### src/rtl/i2c_timeout_mon.sv
module i2c_timeout_mon #(
  parameter int BI_THR1 = 40,
  parameter int BI_THR2 = 80,
  parameter int BI_THR3 = 160,
  parameter int CL_THR1 = 40,
  parameter int CL_THR2 = 80,
  parameter int CL_THR3 = 160,
  parameter int CL_THR4 = 320,
  parameter int CL_THR5 = 1024
) (
  input  logic       clk,
  input  logic       rst_n,
  input  logic       enable,
  input  logic       tick,
  input  logic       scl,
  input  logic       sda,
  input  logic       busy,
  input  logic [1:0] bito_sel,
  input  logic [2:0] clto_sel,
  input  logic       idle_on_bito,
  output logic       bito_flag,
  output logic       clto_flag,
  output logic       go_idle
);

  localparam int BI_M12 = (BI_THR1 > BI_THR2) ? BI_THR1 : BI_THR2;
  localparam int BI_MAX = (BI_M12 > BI_THR3) ? BI_M12 : BI_THR3;
  localparam int CL_M12 = (CL_THR1 > CL_THR2) ? CL_THR1 : CL_THR2;
  localparam int CL_M34 = (CL_THR3 > CL_THR4) ? CL_THR3 : CL_THR4;
  localparam int CL_M14 = (CL_M12 > CL_M34) ? CL_M12 : CL_M34;
  localparam int CL_MAX = (CL_M14 > CL_THR5) ? CL_M14 : CL_THR5;
  localparam int BW = $clog2(BI_MAX + 1);
  localparam int CW = $clog2(CL_MAX + 1);

  logic [CW-1:0] cl_cnt, cl_thr, cl_nxt;
  logic [BW-1:0] bi_cnt, bi_thr, bi_nxt;
  logic          sda_q;
  logic          cl_clear, bi_clear;

  always_comb begin
    case (clto_sel)
      3'd1:    cl_thr = CW'(CL_THR1);
      3'd2:    cl_thr = CW'(CL_THR2);
      3'd3:    cl_thr = CW'(CL_THR3);
      3'd4:    cl_thr = CW'(CL_THR4);
      3'd5:    cl_thr = CW'(CL_THR5);
      default: cl_thr = '0;
    endcase
    case (bito_sel)
      2'd1:    bi_thr = BW'(BI_THR1);
      2'd2:    bi_thr = BW'(BI_THR2);
      2'd3:    bi_thr = BW'(BI_THR3);
      default: bi_thr = '0;
    endcase
  end

  assign cl_nxt   = cl_cnt + CW'(1);
  assign bi_nxt   = bi_cnt + BW'(1);
  assign cl_clear = !enable || scl || (cl_thr == '0);
  assign bi_clear = !enable || !busy || !scl || (sda != sda_q) || (bi_thr == '0);

  always_ff @(posedge clk or negedge rst_n) begin
    if (!rst_n) begin
      cl_cnt    <= '0;
      clto_flag <= 1'b0;
    end else begin
      clto_flag <= 1'b0;
      if (cl_clear) begin
        cl_cnt <= '0;
      end else if (tick && (cl_cnt < cl_thr)) begin
        cl_cnt    <= cl_nxt;
        clto_flag <= (cl_nxt == cl_thr);
      end
    end
  end

  always_ff @(posedge clk or negedge rst_n) begin
    if (!rst_n) begin
      sda_q     <= 1'b1;
      bi_cnt    <= '0;
      bito_flag <= 1'b0;
    end else begin
      sda_q     <= sda;
      bito_flag <= 1'b0;
      if (bi_clear) begin
        bi_cnt <= '0;
      end else if (tick && (bi_cnt < bi_thr)) begin
        bi_cnt    <= bi_nxt;
        bito_flag <= (bi_nxt == bi_thr);
      end
    end
  end

  assign go_idle = bito_flag && idle_on_bito;

  p_clto_single_r8: assert property (@(posedge clk) disable iff (!rst_n)
    clto_flag |=> !clto_flag);
  p_bito_single_r8: assert property (@(posedge clk) disable iff (!rst_n)
    bito_flag |=> !bito_flag);
  p_clto_on_tick_r9: assert property (@(posedge clk) disable iff (!rst_n)
    clto_flag |-> $past(tick));
  p_bito_on_tick_r9: assert property (@(posedge clk) disable iff (!rst_n)
    bito_flag |-> $past(tick));
  p_clto_low_r4: assert property (@(posedge clk) disable iff (!rst_n)
    clto_flag |-> $past(!scl));
  p_bito_cond_r7: assert property (@(posedge clk) disable iff (!rst_n)
    bito_flag |-> $past(busy && scl));
  p_clto_code_r3: assert property (@(posedge clk) disable iff (!rst_n)
    clto_flag |-> ($past(clto_sel) >= 3'd1 && $past(clto_sel) <= 3'd5));
  p_bito_code_r6: assert property (@(posedge clk) disable iff (!rst_n)
    bito_flag |-> ($past(bito_sel) != 2'd0));
  p_disabled_r10: assert property (@(posedge clk) disable iff (!rst_n)
    $past(!enable) |-> (!clto_flag && !bito_flag));

endmodule

### config.mk
export PLATFORM = sky130hd
export DESIGN_NAME = i2c_timeout_mon
export DESIGN_NICKNAME = d
export VERILOG_FILES = /design/src/rtl/i2c_timeout_mon.sv
export SDC_FILE = /design/constraint.sdc
export NUM_CORES = 1
export LEC_CHECK = 0
export BUFFER_PORTS_ARGS = -buffer_cell sky130_fd_sc_hd__buf_2
export CAP_MARGIN = 20
export CORE_MARGIN = 10
export CORE_UTILIZATION = 54
export DETAILED_ROUTE_END_ITERATION = 16
export PLACE_DENSITY = 0.83
export SKIP_CTS_REPAIR_TIMING = 1
export SLEW_MARGIN = 25
export SYNTH_ARGS = -nofsm -noshare
export SYNTH_HDL_FRONTEND = slang
export SYNTH_SLANG_ARGS = --single-unit
### constraint.sdc
create_clock -name clk -period 2.15 [get_ports clk]
set_input_delay 0.215 -clock clk [delete_from_list [all_inputs] [get_ports clk]]
set_output_delay 0.215 -clock clk [all_outputs]
set_load 0.005 [all_outputs]
# Yosys cells after proc, flatten, opt, wreduce, memory -nomap -nowiden
# Index checks and enable logic that the tools add are counted.
# classes
reduce_logical	16
n_eq_ne	11
mux	10
addsub	2
order_cmp	2
# ops
operator	count
11-bit one-hot mux with 5 select lines	1
8-bit one-hot mux with 3 select lines	1
11-bit 2-to-1 mux	2
8-bit 2-to-1 mux	2
11-bit by 1-bit adder with 11-bit output (second input constant)	1
11-bit == test	1
11-bit zero test	1
11-bit < comparator	1
8-bit by 1-bit adder with 8-bit output (second input constant)	1
8-bit == test	1
8-bit zero test	1
8-bit < comparator	1
3-bit by 2-bit == test with 1-bit output (second input constant)	2
3-bit == test (second input constant)	2
1-bit logical OR	6
2-bit == test (second input constant)	2
1-bit 2-to-1 mux	4
2-bit nonzero test	2
3-bit by 1-bit == test with 1-bit output (second input constant)	1
1-bit logical AND	3
1-bit zero test	3
2-bit by 1-bit == test with 1-bit output (second input constant)	1
1-bit inequality test	1
# word_totals
wordCells	46
register_bits	22
input_bits	13

# Longest topological paths before layout
# logic_depth
word_depth	6
mapped_depth	9
depth_no_buf	8

# Worst setup path after synthesis
# No wires, ideal clock.
# synth_timing
kind	input port to flip-flop
start	in clto_sel[2]
end	reg clto_flag
setup_time_ns	0.096
setup_slack_ns	-0.371
arrival_time_ns	2.425
path_stages	8
n_path_buf	1
cell_sequence	buf_2 -> or3b_2 -> ha_1 -> a211o_1 -> a221oi_4 -> o21ai_4 -> nand2b_4 -> nor4_2
# synth_between
elab_chain_len	6
# synth_lines
item	line_no	text
start: declaration	19	input logic [2:0] clto_sel,
3-bit == test (tied with other cells)	41	case (clto_sel)
11-bit one-hot mux with 5 select lines *	41	
11-bit < comparator	70	end else if (tick && (cl_cnt < cl_thr)) begin
1-bit logical AND	70	
1-bit 2-to-1 mux	70	
1-bit 2-to-1 mux *	68	if (cl_clear) begin
end signal: assignment	72	clto_flag <= (cl_nxt == cl_thr);
end: declaration	22	output logic clto_flag,
# Every way passes the cells marked *; elsewhere a longest branch is shown, timed or not.
# A chain may end at the register's enable or synchronous reset.

# Final worst setup path
# layout_timing
start	reg bi_cnt[4]
end	reg bi_cnt[2]
# layout_between
elab_chain_len	3
# layout_lines
item	line_no	text
start: declaration	36	logic [BW-1:0] bi_cnt, bi_thr, bi_nxt;
start signal: assignment	88	bi_cnt <= bi_nxt;
8-bit < comparator	87	end else if (tick && (bi_cnt < bi_thr)) begin
1-bit logical AND	87	
2-bit nonzero test (no source line)	--	
# No other way between the ends.

==> summary.md <==
| Metric | Value |
|---|---|
| GRT Total Usage | 13.4% |
| CP Class | reg -> reg |
| CTS tree | built |
| Syn_nets | 226 |
| Max_slew headroom | 65.6% |
| Clk_skew | 0.00630 ns |
| Cts bufs inserted | 3 |
| Drc violations | 0 |
| Die width | 78.6 microns |
| Root Driver | clkbuf_4 |
| Antenna diode count | 0 |
| CP max FO | 13 |
| Fraction of layout cells with a size suffix above 1 | 22.4% |
| TritonRoute pass-1 iters | 4 |
| Final hold violations | 0 |
| Number of flops mapped to enable cells by yosys | 0 |
| Vias in the first global route | 1524 |
| Longest Clk Path Bufs | 2 |
| Clk_lat worst skew | 0.32 ns |
| Via count | 1641 |
| Port Buffers | 15 |
| # fillers | 250 |
| Worst Tran Pin Value | 0.515 ns |
| HPWL after DPL | 3250 microns |
| Largest net degree at the start of global routing | 23 |
| Unique cell type count in the Yosys netlist | 49 |
| Nets@finish | 260 |
| Required time worst endpoint | 2.40 ns |
| First-pass GRT wire length | 7010 microns |
| YS warnings | 0 |
| Worst-path clk slew | 0.14 ns |
| Synth Flop Type | dfrtp_1 |
| Reg2Reg Depth | 6 |
| Final core occ | 65.4% |
| Top post-synthesis cells by area | dfrtp_1 (28%), ha_1 (9.4%), xnor2_1 (7.6%) |
| Core area | 0.00334 sq mm |
| Worst setup EP type | register |
| Reg2Reg Setup Slack | 0.17 ns |
| Final setup violation count | 0 |
| Maximum VDD drop | 151 uV |
| Final Critical Period | 1.98 ns |
| Initial DRC count | 104 |
| Yosys top cell area share | 28.3% |
| DRT Wirelength | 4350 microns |
| Peak Freq | 0.504 GHz |
| Seq/Total Area, Yosys | 29.7% |
| Post-synth ARST share | 100% |
| Cell taking the most area after synthesis | dfrtp_1 |
| Clock sink count | 22 |
| Final Cycle Share | 92.3% |
| Maxcap violations | 0 |
| PwrDens | 378 mW/mm^2 |
| Area delta synth->final | 17.6% |
| P_leak | 0.000950 uW |
| GRT overflow | 0 |
| CP Data Arrival Time | 2.23 ns |
| Clock H-tree levels | 1 |
| Via/cell ratio | 5.90 |
| Initial core utilization | 55.6% |
| Final instance area | 0.00218 sq mm |
| Max Slew Vio Count | 0 |
| DP Area | 0.00213 sq mm |
| Routability cong. | 0.848 |
| HP Class | in -> async |
| Worst r2r src | bi_cnt[4] |
| Post-Syn Area | 0.00186 sq mm |
| Reg-to-reg endpoint | bi_cnt[2] |
| Crit path from | bi_cnt[4] |
| Mean post-synth cell area | 9.32 sq um |
| Post-Syn Instances | 199 |
| Crit start category | register |
| Wire per inst | 15.7 microns |
| Status | finished clean |
| Register bit count reported by yosys | 22 |
| Num ports | 16 |
| Die area | 0.00618 sq mm |
| DRT antenna net count | 0 |
| Initial antenna violation count | 0 |
| Die Y-Extent | 78.6 microns |
| Row count | 21 |
routing by layer:
layer / GRT usage (%) / part of all wire, % / vias to the layer above
met5: 0 / 0 / -
met4: 5.20 / 2.0 / 0
met3: 1.71 / 7.4 / 7
met2: 22.4 / 48 / 72
met1: 17.2 / 42 / 771
li1: - / - / 791
cell type report:
type | count | area [sq um] | area share (%)
Inverter | 5 | 18.8 | 0.860
Timing Repair Buffer | 37 | 258 | 11.8
Tap cell | 46 | 57.6 | 2.64
Sequential cell | 22 | 552 | 25.3
Multi-Input combinational cell | 164 | 1260 | 57.7
Clock buffer | 4 | 36.3 | 1.66
through the flow:
stage | hold slack (ns) | setup TNS, ns | cells | total power [uW] | setup slack [ns]
6_report | 0.378 | 0 | 278 | 824 | 0.166
5_1_grt | 0.397 | -0.227 | 278 | 851 | -0.0723
4_1_cts | -0.152 | 0 | 276 | 821 | 0.163
3_5_place_dp | 0.213 | -0.359 | 272 | 580 | -0.0720
3_3_place_gp | 0.211 | -0.0302 | 272 | 575 | -0.0220
2_1_floorplan | -0.0806 | -0.350 | 199 | 523 | -0.0548
cell families (layout without fill, tap and decap cells):
logic type / Yosys count / in the layout / synth area share (%)
and+or+nand+nor: 77 / 77 / 24.1
xor gates and xnor gates: 31 / 31 / 15.4
DFF: 22 / 22 / 29.7
muxes: 3 / 3 / 1.69
adders and majority gates: 14 / 14 / 9.44
AOI/OAI and AO/OA: 39 / 39 / 16.5
buffers and inverters: 13 / 46 / 3.17
Yosys cell counts (2+ instances only):
cell type and instances:
dfrtp_1 21, nor2_1 18, xnor2_1 16, ha_1 14, xor2_1 14, nand2_1 11
and3_1 8, o211ai_1 8, o21ai_0 8, a21oi_1 7, nand3_1 7, or3_1 6
inv_1 5, clkbuf_1 4, nand2b_1 4, nand3b_1 4, a311oi_1 2, a31oi_1 2
buf_2 2, mux2i_1 2, nand4_1 2, nand4b_1 2, nor3_1 2, nor3b_1 2
nor4b_1 2, o2111ai_1 2, o21bai_1 2
how the worst max path moves through the flow:
stage                 to  cells after the start
2_1_floorplan  cl_cnt[8]                      8
3_3_place_gp   cl_cnt[8]                      9
3_5_place_dp   cl_cnt[5]                      9
4_1_cts        cl_cnt[8]                      6
5_1_grt        bi_cnt[5]                      6
6_report       bi_cnt[2]                      6
sequential cells by signal, summed over array words and instances (netlist names):
register and cells:
bito_flag 1, cl_cnt 11, bi_cnt 8, sda_q 1, clto_flag 1
report_power, final:
group          leakage, uW  total (uW)  switching, uW  internal [uW]
clock network    0.0000210         246            143            104
registers         0.000304         419           2.04            417
logic             0.000625         159           87.6           71.7
total             0.000950         824            232            592
placed cells by master, fill, tap and decap left out, types with 7 or more instances in the layout:
cell type  count
o21ai_0        8
nand2_1       11
dfrtp_1       21
xnor2_1       16
o211ai_1       8
xor2_1        14
buf_4         19
nor2_1        18
nand3_1        7
a21oi_1        7
ha_1          13
buf_2         15
and3_1         8
critical path, stage by stage (launching register included):
cell      delay [ns]
dfrtp_1         0.41
ha_1            0.21
nor4b_1         0.31
o21bai_1        0.13
a31o_2          0.34
or3_1           0.32
a21oi_1         0.19
No activity file was read; power rests on OpenSTA's default activity.
